File: src/rtl/clk_div_pkg.sv
package clk_div_pkg;
  localparam int unsigned NUM_OUT   = 4;
  localparam int unsigned CODE_W    = 4;
  localparam int unsigned REG_W     = 32;
  localparam int unsigned MAX_RATIO = 32;
  localparam int unsigned CNT_W     = $clog2(MAX_RATIO);
  localparam int unsigned RATIO_W   = $clog2(MAX_RATIO + 1);
  localparam int unsigned UPD_BIT   = 22;
  localparam int unsigned HALF_BIT  = 21;

  function automatic logic [RATIO_W-1:0] code_to_ratio(input logic [CODE_W-1:0] code);
    case (code)
      4'd0:    code_to_ratio = RATIO_W'(1);
      4'd1:    code_to_ratio = RATIO_W'(2);
      4'd2:    code_to_ratio = RATIO_W'(3);
      4'd3:    code_to_ratio = RATIO_W'(4);
      4'd4:    code_to_ratio = RATIO_W'(6);
      4'd5:    code_to_ratio = RATIO_W'(8);
      4'd6:    code_to_ratio = RATIO_W'(12);
      4'd7:    code_to_ratio = RATIO_W'(16);
      4'd8:    code_to_ratio = RATIO_W'(24);
      default: code_to_ratio = RATIO_W'(MAX_RATIO); // clamp past table end
    endcase
  endfunction
endpackage

File: src/rtl/ctrl_reg.sv
module ctrl_reg #(
  parameter int unsigned REG_W = clk_div_pkg::REG_W
) (
  input  logic             clk_i,
  input  logic             rst_ni,
  input  logic             wr_en_i,
  input  logic [REG_W-1:0] wr_data_i,
  output logic [REG_W-1:0] ctrl_o
);
  logic [REG_W-1:0] ctrl_q;

  always_ff @(posedge clk_i or negedge rst_ni) begin
    if (!rst_ni)      ctrl_q <= '0;
    else if (wr_en_i) ctrl_q <= wr_data_i;
  end

  assign ctrl_o = ctrl_q;

  AST_WRITE_STORES: assert property (@(posedge clk_i) disable iff (!rst_ni)
    wr_en_i |=> ctrl_q == $past(wr_data_i));
  AST_HOLD_NO_WRITE: assert property (@(posedge clk_i) disable iff (!rst_ni)
    !wr_en_i |=> $stable(ctrl_q));
endmodule

File: src/rtl/div_chan.sv
module div_chan #(
  parameter int unsigned CODE_W  = clk_div_pkg::CODE_W,
  parameter int unsigned CNT_W   = clk_div_pkg::CNT_W,
  parameter int unsigned RATIO_W = clk_div_pkg::RATIO_W
) (
  input  logic              clk_i,
  input  logic              rst_ni,
  input  logic [CODE_W-1:0] code_i,
  input  logic              upd_en_i,
  output logic              tick_o
);
  logic [RATIO_W-1:0] act_q, nxt_ratio;
  logic [CNT_W-1:0]   cnt_q;
  logic               wrap;

  assign wrap      = (cnt_q == '0);
  assign nxt_ratio = upd_en_i ? clk_div_pkg::code_to_ratio(code_i) : act_q;

  // ratio is latched only at wrap so the running interval is never shortened
  always_ff @(posedge clk_i or negedge rst_ni) begin
    if (!rst_ni) begin
      act_q <= RATIO_W'(1);
      cnt_q <= '0;
    end else if (wrap) begin
      act_q <= nxt_ratio;
      cnt_q <= CNT_W'(nxt_ratio - RATIO_W'(1));
    end else begin
      cnt_q <= cnt_q - 1'b1;
    end
  end

  assign tick_o = wrap;

  AST_CNT_IN_RANGE: assert property (@(posedge clk_i) disable iff (!rst_ni)
    RATIO_W'(cnt_q) < act_q);
  AST_NO_SKIP: assert property (@(posedge clk_i) disable iff (!rst_ni)
    !wrap |=> cnt_q == $past(cnt_q) - 1'b1);
  AST_RATIO_STABLE_MID: assert property (@(posedge clk_i) disable iff (!rst_ni)
    !wrap |=> $stable(act_q));
  AST_LOCKED_HOLD: assert property (@(posedge clk_i) disable iff (!rst_ni)
    (wrap && !upd_en_i) |=> $stable(act_q));
  AST_UNIT_HELD: assert property (@(posedge clk_i) disable iff (!rst_ni)
    (wrap && act_q == RATIO_W'(1) && !upd_en_i) |=> tick_o);
endmodule

File: src/rtl/half_branch.sv
module half_branch (
  input  logic clk_i,
  input  logic rst_ni,
  input  logic full_i,
  output logic tick_o
);
  logic tgl_q;

  always_ff @(posedge clk_i or negedge rst_ni) begin
    if (!rst_ni) tgl_q <= 1'b1;
    else         tgl_q <= ~tgl_q;
  end

  assign tick_o = full_i | tgl_q;

  AST_HALF_ALT: assert property (@(posedge clk_i) disable iff (!rst_ni)
    (!full_i && !tick_o) |=> tick_o);
endmodule

File: src/rtl/clk_div_bank.sv
module clk_div_bank
  import clk_div_pkg::*;
#(
  parameter int unsigned N_OUT  = NUM_OUT,
  parameter int unsigned C_W    = CODE_W,
  parameter int unsigned R_W    = REG_W,
  parameter int unsigned UPD_B  = UPD_BIT,
  parameter int unsigned HALF_B = HALF_BIT
) (
  input  logic             clk_i,
  input  logic             rst_ni,
  input  logic             wr_en_i,
  input  logic [R_W-1:0]   wr_data_i,
  output logic [R_W-1:0]   ctrl_o,
  output logic [N_OUT-1:0] tick_o,
  output logic             half_tick_o
);
  logic [R_W-1:0] ctrl;

  ctrl_reg #(.REG_W(R_W)) u_ctrl (
    .clk_i, .rst_ni, .wr_en_i, .wr_data_i, .ctrl_o(ctrl)
  );

  assign ctrl_o = ctrl;

  for (genvar k = 0; k < N_OUT; k++) begin : g_chan
    div_chan #(.CODE_W(C_W)) u_chan (
      .clk_i,
      .rst_ni,
      .code_i  (ctrl[k*C_W +: C_W]),
      .upd_en_i(ctrl[UPD_B]),
      .tick_o  (tick_o[k])
    );
  end

  half_branch u_half (
    .clk_i, .rst_ni, .full_i(ctrl[HALF_B]), .tick_o(half_tick_o)
  );

  AST_FULL_RATE: assert property (@(posedge clk_i) disable iff (!rst_ni)
    ctrl[HALF_B] |-> half_tick_o);
endmodule

File: config.mk
export PLATFORM = sky130hd
export DESIGN_NAME = clk_div_bank
export DESIGN_NICKNAME = d
export VERILOG_FILES = /design/src/rtl/clk_div_pkg.sv /design/src/rtl/ctrl_reg.sv /design/src/rtl/div_chan.sv /design/src/rtl/half_branch.sv /design/src/rtl/clk_div_bank.sv
export SDC_FILE = /design/constraint.sdc
export NUM_CORES = 1
export LEC_CHECK = 0
export ABC_AREA = 1
export ABC_CLOCK_PERIOD_IN_PS = 4300
export BUFFER_PORTS_ARGS = -buffer_cell sky130_fd_sc_hd__buf_2
export CORE_ASPECT_RATIO = 0.8
export CORE_MARGIN = 3
export CORE_UTILIZATION = 55
export DETAILED_ROUTE_END_ITERATION = 10
export PLACE_DENSITY = 0.8
export SYNTH_ARGS = -nofsm -noshare
export SYNTH_HDL_FRONTEND = slang
export SYNTH_SLANG_ARGS = --single-unit
File: constraint.sdc
create_clock -name clk_i -period 4.3 [get_ports clk_i]
set_clock_uncertainty 0.15 [all_clocks]
set_input_delay 0.86 -clock clk_i [delete_from_list [all_inputs] [get_ports clk_i]]
set_output_delay 0.86 -clock clk_i [all_outputs]
set_load 0.005 [all_outputs]
# [Yosys cells after proc, flatten, opt, wreduce, memory -nomap -nowiden]
# Memories as Yosys holds them, arrays and structs flattened.
# Cells that the tools add are included.
# W data, S select, Z words.
[word_totals] elab_cells=36 n_memories=4 output_inout_bits=37 reg_bits=77 mem_bits_ro=384 in_bits=35
[mem_list] memory="(no name shown)" depth=16 word_bits=6 rd=1 rd_ports_with_merged_regs=0 wr=0 line_no="clk_div_pkg.sv:12" rtl="case (code)"
[mem_list] memory="(no name shown)" depth=16 word_bits=6 rd=1 rd_ports_with_merged_regs=0 wr=0 line_no="clk_div_pkg.sv:12"
[mem_list] memory="(no name shown)" depth=16 word_bits=6 rd=1 rd_ports_with_merged_regs=0 wr=0 line_no="clk_div_pkg.sv:12"
[mem_list] memory="(no name shown)" depth=16 word_bits=6 rd=1 rd_ports_with_merged_regs=0 wr=0 line_no="clk_div_pkg.sv:12"
[op_classes] n_bitwise=2 n_reduce_logical=4 n_addsub=8 muxes=8
[ops] op="$sub A5 B1 Y5 const B" n=8
[ops] op="$mux W6" n=4
[ops] op="$logic_not A5 Y1" n=4
[ops] op="$mux W5" n=4
[ops] op="$not A1 Y1" n=1
[ops] op="$or A1 B1 Y1" n=1

# [Logic depth before layout (Yosys ltp)]
# Gate-level depths: netlist (run 1).
# An unclocked memory read counts as a cell.
[logic_depth] ltp_word=4 ltp_mapped=14 mapped_depth_nobuf=14

# [By module]
# A second synthesis (run 1) with hierarchy kept.
[hier_totals] hier_cells=492 hier_area_um2=4105.2
[modules_own_cells] module="div_chan" instances=4 seq_area_each_um2=251.5 area_per_inst_um2=693.2 cells_per_inst=88
[modules_own_cells] module="ctrl_reg" instances=1 seq_area_each_um2=800.8 area_per_inst_um2=1292.5 cells_per_inst=136
[modules_own_cells] module="half_branch" instances=1 seq_area_each_um2=26.3 area_per_inst_um2=40.0 cells_per_inst=4

# [Worst setup path before layout (run 1)]
# OpenSTA, ideal clock, no wires.
[synth_timing] kind="reg-to-output" startpoint="register g_chan[1].u_chan.cnt_q[2]" endpoint="output tick_o[1]" path_slack_ns=2.408 t_arrival_ns=0.882 required_ns=3.290 path_buffers=1 stages_incl_launch_ff=5 path_cell_list="dfrtp_1 nor2_1 nand3_1 inv_2 buf_4"
[synth_via] elab_chain_cells=1
[synth_rtl] element="from (decl)" line_no="div_chan.sv:13" rtl="logic [CNT_W-1:0] cnt_q;"
[synth_rtl] element="from (signal assigned)" line_no="div_chan.sv:26" rtl="cnt_q <= CNT_W'(nxt_ratio - RATIO_W'(1));"
[synth_rtl] element="from (signal assigned)" line_no="div_chan.sv:28" rtl="cnt_q <= cnt_q - 1'b1;"
[synth_rtl] element="$logic_not A5 Y1" line_no="div_chan.sv:16" rtl="assign wrap = (cnt_q == '0);"
[synth_rtl] element="to (decl)" line_no="clk_div_bank.sv:15" rtl="output logic [N_OUT-1:0] tick_o,"
# Every way passes these cells.

# [Worst setup path in the final report (run 1)]
# Ends and elaborated chain as after synthesis.

==> results of run 1 <==
==> per-layer routing <==
metal / GRT usage [%] / part of all wire, % / vias up
li1: - / - / 1535
met1: 27.26 / 47 / 1395
met2: 37.60 / 48 / 52
met3: 6.234 / 4.8 / 7
met4: 6.639 / 0.80 / 0
met5: 0 / 0 / -
==> area by class of cell <==
cell class                      count  area (um2)
Fill cell                         497        1901
Inverter                           73       274.0
Clock inverter                      6       90.09
Multi-Input combinational cell    285        1463
Tap cell                           81       101.3
Timing Repair Buffer               72       362.8
Sequential cell                    73        1833
Clock buffer                       10       137.6
==> kinds of logic after synthesis <==
| family | Yosys count | synth area share, % |
|---|---|---|
| multiplexers | 14 | 4.299 |
| flip-flops | 73 | 49.98 |
| AND/OR/NAND/NOR | 205 | 23.27 |
| adder cells (fa/ha/maj) | 12 | 4.094 |
| AO/OA/AOI/OAI | 50 | 7.267 |
| XOR/XNOR | 4 | 0.9555 |
| buffers and inverters | 88 | 10.13 |
==> critical path, stage by stage (launching register included) <==
cell	delay (ps)
sky130_fd_sc_hd__dfrtp_1	400
sky130_fd_sc_hd__nor2_1	120
sky130_fd_sc_hd__nand3_1	190
sky130_fd_sc_hd__inv_2	200
sky130_fd_sc_hd__buf_2	140
==> per-stage QoR <==
step                      hold WS [ps]  setup WS, ps  instances  power [mW]  util (%)
after floorplan                  273.7          2408        446       1.494         -
after global placement           291.0          2109        584       1.635     65.46
after detailed placement         288.1          2060        584       1.673     65.46
after CTS                        307.0          1850        600       2.287     69.16
after global routing             332.1          1742        600       2.465     69.16
final                            304.4          1883        600       2.260     69.16
==> power breakdown <==
group	total (mW)	switching (mW)	internal, mW
clock network	0.602	0.257	0.344
logic	0.635	0.387	0.248
registers	1.02	0.124	0.900
total	2.26	0.768	1.49
==> flip-flops by register name (all words and copies together) (netlist names) <==
name,cells
g_chan.u_chan.act_q,20
u_half.tgl_q,1
u_ctrl.ctrl_o,32
g_chan.u_chan.cnt_q,20
==> cells in the final DEF, fill, tap and decap left out <==
master,count
sky130_fd_sc_hd__a21oi_1,4
sky130_fd_sc_hd__a21oi_2,3
sky130_fd_sc_hd__buf_2,71
sky130_fd_sc_hd__buf_4,1
sky130_fd_sc_hd__bufinv_16,2
sky130_fd_sc_hd__clkbuf_8,10
sky130_fd_sc_hd__clkinv_2,1
sky130_fd_sc_hd__clkinv_4,1
sky130_fd_sc_hd__clkinvlp_4,1
sky130_fd_sc_hd__dfrtp_1,68
sky130_fd_sc_hd__dfstp_2,5
sky130_fd_sc_hd__ha_1,12
sky130_fd_sc_hd__inv_1,70
sky130_fd_sc_hd__inv_2,3
sky130_fd_sc_hd__inv_6,1
sky130_fd_sc_hd__mux2_2,14
sky130_fd_sc_hd__nand2_1,139
sky130_fd_sc_hd__nand2_2,1
sky130_fd_sc_hd__nand3_1,40
sky130_fd_sc_hd__nand3b_1,1
sky130_fd_sc_hd__nor2_1,19
sky130_fd_sc_hd__nor2_2,2
sky130_fd_sc_hd__nor2_4,3
sky130_fd_sc_hd__o21a_1,2
sky130_fd_sc_hd__o21ai_0,35
sky130_fd_sc_hd__o21ai_1,6
sky130_fd_sc_hd__xnor2_1,2
sky130_fd_sc_hd__xor2_1,2
==> worst paths after layout <==
check                                          start                   endpoint  slack [ps]  cells past startpoint
max                        g_chan[1].u_chan.cnt_q[2]                  tick_o[1]        1880                      4
min                                     u_half.tgl_q               u_half.tgl_q         300                      1
max reg2reg                        u_ctrl.ctrl_o[22]  g_chan[0].u_chan.cnt_q[4]        2030                     12
min reg2reg                             u_half.tgl_q               u_half.tgl_q         300                      1
max in group asynchronous                     rst_ni  g_chan[2].u_chan.act_q[0]        2540                      2
min in group asynchronous                     rst_ni  g_chan[2].u_chan.act_q[4]         480                      1
==> results.json, run 1 <==
{
  "outcome": "completed",
  "synth.cells.most_frequent": "sky130_fd_sc_hd__nand2_1, sky130_fd_sc_hd__inv_1, sky130_fd_sc_hd__dfrtp_1, sky130_fd_sc_hd__nand3_1, sky130_fd_sc_hd__o21ai_0",
  "postPlaceCellArea_um2": 4034,
  "post-route-min-period_ps": 2417,
  "cts.htree.levels": 3,
  "cts-root-buf": "sky130_fd_sc_hd__clkbuf_8",
  "cts_buffers": 9,
  "cts.sinks": 73,
  "synth_top_cell_area_share_pct": 46.40,
  "synth.area.top_cells": "sky130_fd_sc_hd__dfrtp_1, sky130_fd_sc_hd__nand2_1, sky130_fd_sc_hd__inv_1",
  "syn-instance-count": 446,
  "maxClockFrequency_ghz": 0.4138,
  "antennaDiodeCount": 0,
  "mappedNetlistArea_um2": 3667,
  "setup-tns-final_ps": 0,
  "wirelength_mm": 7.479,
  "synth_enable_flop_cells": 0,
  "synth-seq-cells": 73,
  "cts_post_setup_buffers_inserted": 0,
  "die_y_um": 79.04,
  "yosysUniqueCellTypes": 24,
  "ctsLongestPathBuffers": 2,
  "worst_setup_hold_path_clk_slew_ps": 80,
  "area.growth.synth_to_final_pct": 16.21,
  "yosysMostFrequentCell": "sky130_fd_sc_hd__nand2_1",
  "ctsResizeCount": 0,
  "rsz_0062_raised_after_global_routing": "no",
  "die-area_um2": 7690,
  "slew-limit-headroom_pct": 40.41,
  "max-cap-violations": 0,
  "std_cell_rows": 25,
  "synth_ff_type": "sky130_fd_sc_hd__dfrtp_1",
  "finalHoldViolations": 0,
  "timing.final.max_slew_violations": 0,
  "total_grt_overflow": 0,
  "setup_viol": 0,
  "dpl.hpwl_mm": 5.573,
  "crit_path_max_fanout": 8,
  "timing.critical_path.required_ps": 3290,
  "total_of_warnings_raised_by_yosys": 0,
  "gp_congestion": 0.8773,
  "ys_async_sr_fraction_pct": 100.0,
  "timing.critical_path.arrival_ps": 1410,
  "worst_slew_pin_slew_ps": 893.8,
  "first_global_vias": 3049,
  "grt_pass1_wl_mm": 13.51,
  "number_of_antenna_violations_at_the_first_check_in_global_routing": 0,
  "first_iter_violations": 173,
  "syn-num-nets": 493,
  "clock_latency_ps": 350,
  "fp.coreArea_um2": 6162,
  "global_route.usage.total_pct": 21.92,
  "routed-via-count": 2989,
  "post_drt_via_cell_ratio": 4.982,
  "final_layout_size_suffix_gt1_share_pct": 22.93,
  "final.period_utilization_pct": 56.20,
  "cts-hold-fix-buffers": 0,
  "die_x_um": 97.30,
  "cp-end-kind": "primary output",
  "floorplan.initialDensity_pct": 59.51,
  "count_of_buffers_from_port_buffering": 71,
  "worstSetupStartpointType": "flip-flop",
  "routed_len_inst_um": 12.47,
  "p_per_area_nw_per_um2": 530.4,
  "grt_max_degree": 51,
  "design.final.nets": 561,
  "peakVddDrop_mv": 0.3632,
  "firstDrtPassIters": 4,
  "tritoncts_clock_tree": "yes",
  "final_cell_area_um2": 4262,
  "cell_accounting_for_the_most_synthesized_area": "sky130_fd_sc_hd__dfrtp_1",
  "detail-route-antenna-nets": 0,
  "synth_sequential_area_ratio_pct": 49.98,
  "cellLeakagePower_nw": 2.364,
  "worst-setup-path-type": "flip-flop to primary output",
  "io-pin-count": 72,
  "synth_area_per_cell_um2": 8.223,
  "hold_path.class": "flip-flop to flip-flop",
  "remaining_drc_errors": 0
}
Power figures use the tool's default switching activity.
==> run 2: changes to the inputs <==
- ABC_CLOCK_PERIOD_IN_PS: 4300 -> 2000
- CORE_UTILIZATION: 55 -> 50
- PLACE_DENSITY: 0.8 -> 0.76
- clock period: 4.3 -> 2 ns (I/O delays scaled with it)
==> run 2 against run 1 <==
Effect of this change: utilization decreased by 3.3 points; power increased by 120%; worst hold slack got worse by 200 ps; cell area increased by 8.0%; first-iteration DRC count decreased by 32%; count of clock-buffer cells in the layout increased by 2; register-to-register slack got worse by 1900 ps; via count increased by 5.5%; cell count increased by 6.0%; clock power increased by 98%; critical endpoint is now g_chan[0].u_chan.cnt_q[2]; largest cell class unchanged.
==> results.json, run 2 (synthesized netlist as in run 1, its figures left out) <==
{
  "remaining_drc_errors": 0,
  "post-route-min-period_ps": 1895,
  "fp.coreArea_um2": 6993,
  "cellLeakagePower_nw": 2.502,
  "final_common_cell": "sky130_fd_sc_hd__nand2_1",
  "antennaDiodeCount": 0,
  "cts.sinks": 73,
  "grt_use_met3_pct": 4.450,
  "timing.critical_path.required_ps": 2080,
  "worstSetupStartpointType": "flip-flop",
  "path_delay_family": "adder cells",
  "floorplan.initialDensity_pct": 52.44,
  "worst_r2r_startpoint": "u_ctrl.ctrl_o[0]",
  "crit_path_cell_trace": "inv_2 -> ha_4 -> inv_1 -> nand2_1 -> nand3_1 -> nand2_1 -> nand2_1 -> nand2_1 -> inv_1 -> ha_2 -> buf_4 -> xnor2_1",
  "firstDrtPassIters": 5,
  "final.period_utilization_pct": 94.76,
  "finalHoldViolations": 0,
  "gp_congestion": 0.9069,
  "hold-path-cell-count": 3,
  "outcome": "completed",
  "dpl.hpwl_mm": 5.426,
  "peakVddDrop_mv": 0.4956,
  "use_met1_pct": 23.84,
  "slew-limit-headroom_pct": 65.10,
  "first_global_vias": 2936,
  "design.final.nets": 591,
  "cts.htree.levels": 3,
  "timing.rr.end": "g_chan[0].u_chan.cnt_q[2]",
  "crit_path_max_fanout": 4,
  "timing.critical_path.mode_cell": "sky130_fd_sc_hd__nand2_1",
  "io-pin-count": 72,
  "cp-end-kind": "flip-flop",
  "wirelength_mm": 8.057,
  "worst-setup-path-type": "flip-flop to flip-flop",
  "ctsLongestPathBuffers": 2,
  "die-area_um2": 8405,
  "detail-route-antenna-nets": 0,
  "worst_slew_pin_slew_ps": 523.4,
  "post_drt_via_cell_ratio": 4.959,
  "die_x_um": 101.8,
  "regToRegSetupSlack_ps": 100,
  "most_frequent_cells_in_the_layout": "sky130_fd_sc_hd__nand2_1, sky130_fd_sc_hd__buf_2, sky130_fd_sc_hd__dfrtp_1, sky130_fd_sc_hd__inv_1, sky130_fd_sc_hd__nand3_1",
  "global_route.usage.total_pct": 19.66,
  "final_layout_size_suffix_gt1_share_pct": 31.33,
  "timing.critical_path.arrival_ps": 1980,
  "count_of_buffers_from_port_buffering": 71,
  "slowest_library_cell_on_the_worst_path": "sky130_fd_sc_hd__dfrtp_1",
  "timing.critical_path.slowest_cell_delay_ps": 410,
  "clock_latency_ps": 340,
  "grt_pass1_wl_mm": 12.92,
  "number_of_antenna_violations_at_the_first_check_in_global_routing": 0,
  "setup_viol": 0,
  "tritoncts_clock_tree": "yes",
  "hold_path.startpoint": "wr_data_i[11]",
  "worst_setup_hold_path_clk_slew_ps": 70,
  "cts_buffers": 9,
  "worstRegToRegCells": 12,
  "p_per_area_nw_per_um2": 1088,
  "largest_register_ffs": 32,
  "place.detailed.instances": 598,
  "die_y_um": 82.60,
  "hold_path.class": "primary input to flip-flop",
  "global_route.usage.met2_pct": 34.46,
  "area.growth.synth_to_final_pct": 25.49,
  "max-cap-violations": 0,
  "routed_len_inst_um": 12.67,
  "timing.final.max_slew_violations": 0,
  "fin_util_pct": 65.81,
  "holdPathEnd": "u_ctrl.ctrl_o[11]",
  "grt_max_degree": 74,
  "setup-tns-final_ps": 0,
  "crit_buf_inv": 4,
  "routed-via-count": 3154,
  "std_cell_rows": 27,
  "layer_with_the_highest_usage_after_global_routing": "met2",
  "total_grt_overflow": 0,
  "maxClockFrequency_ghz": 0.5277,
  "cts-root-buf": "sky130_fd_sc_hd__clkbuf_8",
  "first_iter_violations": 118,
  "finish.cell_count_without_fillers": 636
}
run 2: worst max path at each step:
| stage | start | to | slack, ps | depth (start not counted) |
|---|---|---|---|---|
| detailed placement | u_ctrl.ctrl_o[4] | g_chan[1].u_chan.cnt_q[4] | 0.9 | 13 |
| global route | u_ctrl.ctrl_o[0] | g_chan[0].u_chan.cnt_q[4] | -50 | 13 |
| global placement | u_ctrl.ctrl_o[4] | g_chan[1].u_chan.cnt_q[4] | 80 | 13 |
| finish | u_ctrl.ctrl_o[0] | g_chan[0].u_chan.cnt_q[2] | 100 | 12 |
| CTS | u_ctrl.ctrl_o[8] | g_chan[2].u_chan.cnt_q[4] | 10 | 11 |
| floorplan | u_ctrl.ctrl_o[12] | g_chan[3].u_chan.cnt_q[4] | 130 | 12 |
run 2: worst reg2reg max path, cell delays in order, from the launching register on:
cell and delay [ps]:
sky130_fd_sc_hd__dfrtp_1 410, sky130_fd_sc_hd__inv_2 80, sky130_fd_sc_hd__ha_4 270, sky130_fd_sc_hd__inv_1 30
sky130_fd_sc_hd__nand2_1 60, sky130_fd_sc_hd__nand3_1 80, sky130_fd_sc_hd__nand2_1 70, sky130_fd_sc_hd__nand2_1 60
sky130_fd_sc_hd__nand2_1 80, sky130_fd_sc_hd__inv_1 50, sky130_fd_sc_hd__ha_2 190, sky130_fd_sc_hd__buf_4 130
sky130_fd_sc_hd__xnor2_1 120
run 2: routing by layer:
layer / part of all wire, % / vias up
met5: 0 / -
met4: 1.5 / 0
met3: 4.6 / 14
met2: 49 / 75
met1: 44 / 1487
li1: - / 1578
run 2: through the flow:
step,power [mW],hold slack (ps),cell area (um2),setup WS (ps)
CTS,4.852,87.46,4360,12.81
floorplan,3.211,-45.59,3667,128.6
detailed placement,3.623,292.1,4126,0.9054
global route,5.419,99.15,4602,-49.70
global placement,3.539,292.1,4126,79.83
finish,5.005,106.6,4602,104.8
run 2: area by class of cell:
cell class                      count  area, um2
Tap cell                           87      108.9
Clock inverter                      4      51.30
Sequential cell                    73       1833
Fill cell                         590       2391
Clock buffer                       12      155.1
Inverter                           73      274.0
Multi-Input combinational cell    285       1564
Timing Repair Buffer              102      615.6
run 2: repair_timing:
| item | CTS | global route |
|---|---|---|
| endpoints found under the hold margin | 68 | 0 |
| hold buffers | 1 | 0 |
| resized for setup | 1 | 28 |
| pin swaps | 1 | 12 |
| gates cloned | 0 | 0 |
| setup buffers | 2 | 19 |
| endpoints found under the setup margin | 2 | 6 |
run 2: report_power, final:
group | internal (mW) | leakage, nW | switching, mW
Combinational | 0.693 | 1.53 | 0.925
Clock | 0.645 | 0.103 | 0.543
Sequential | 1.93 | 0.872 | 0.263
Total | 3.27 | 2.50 | 1.73
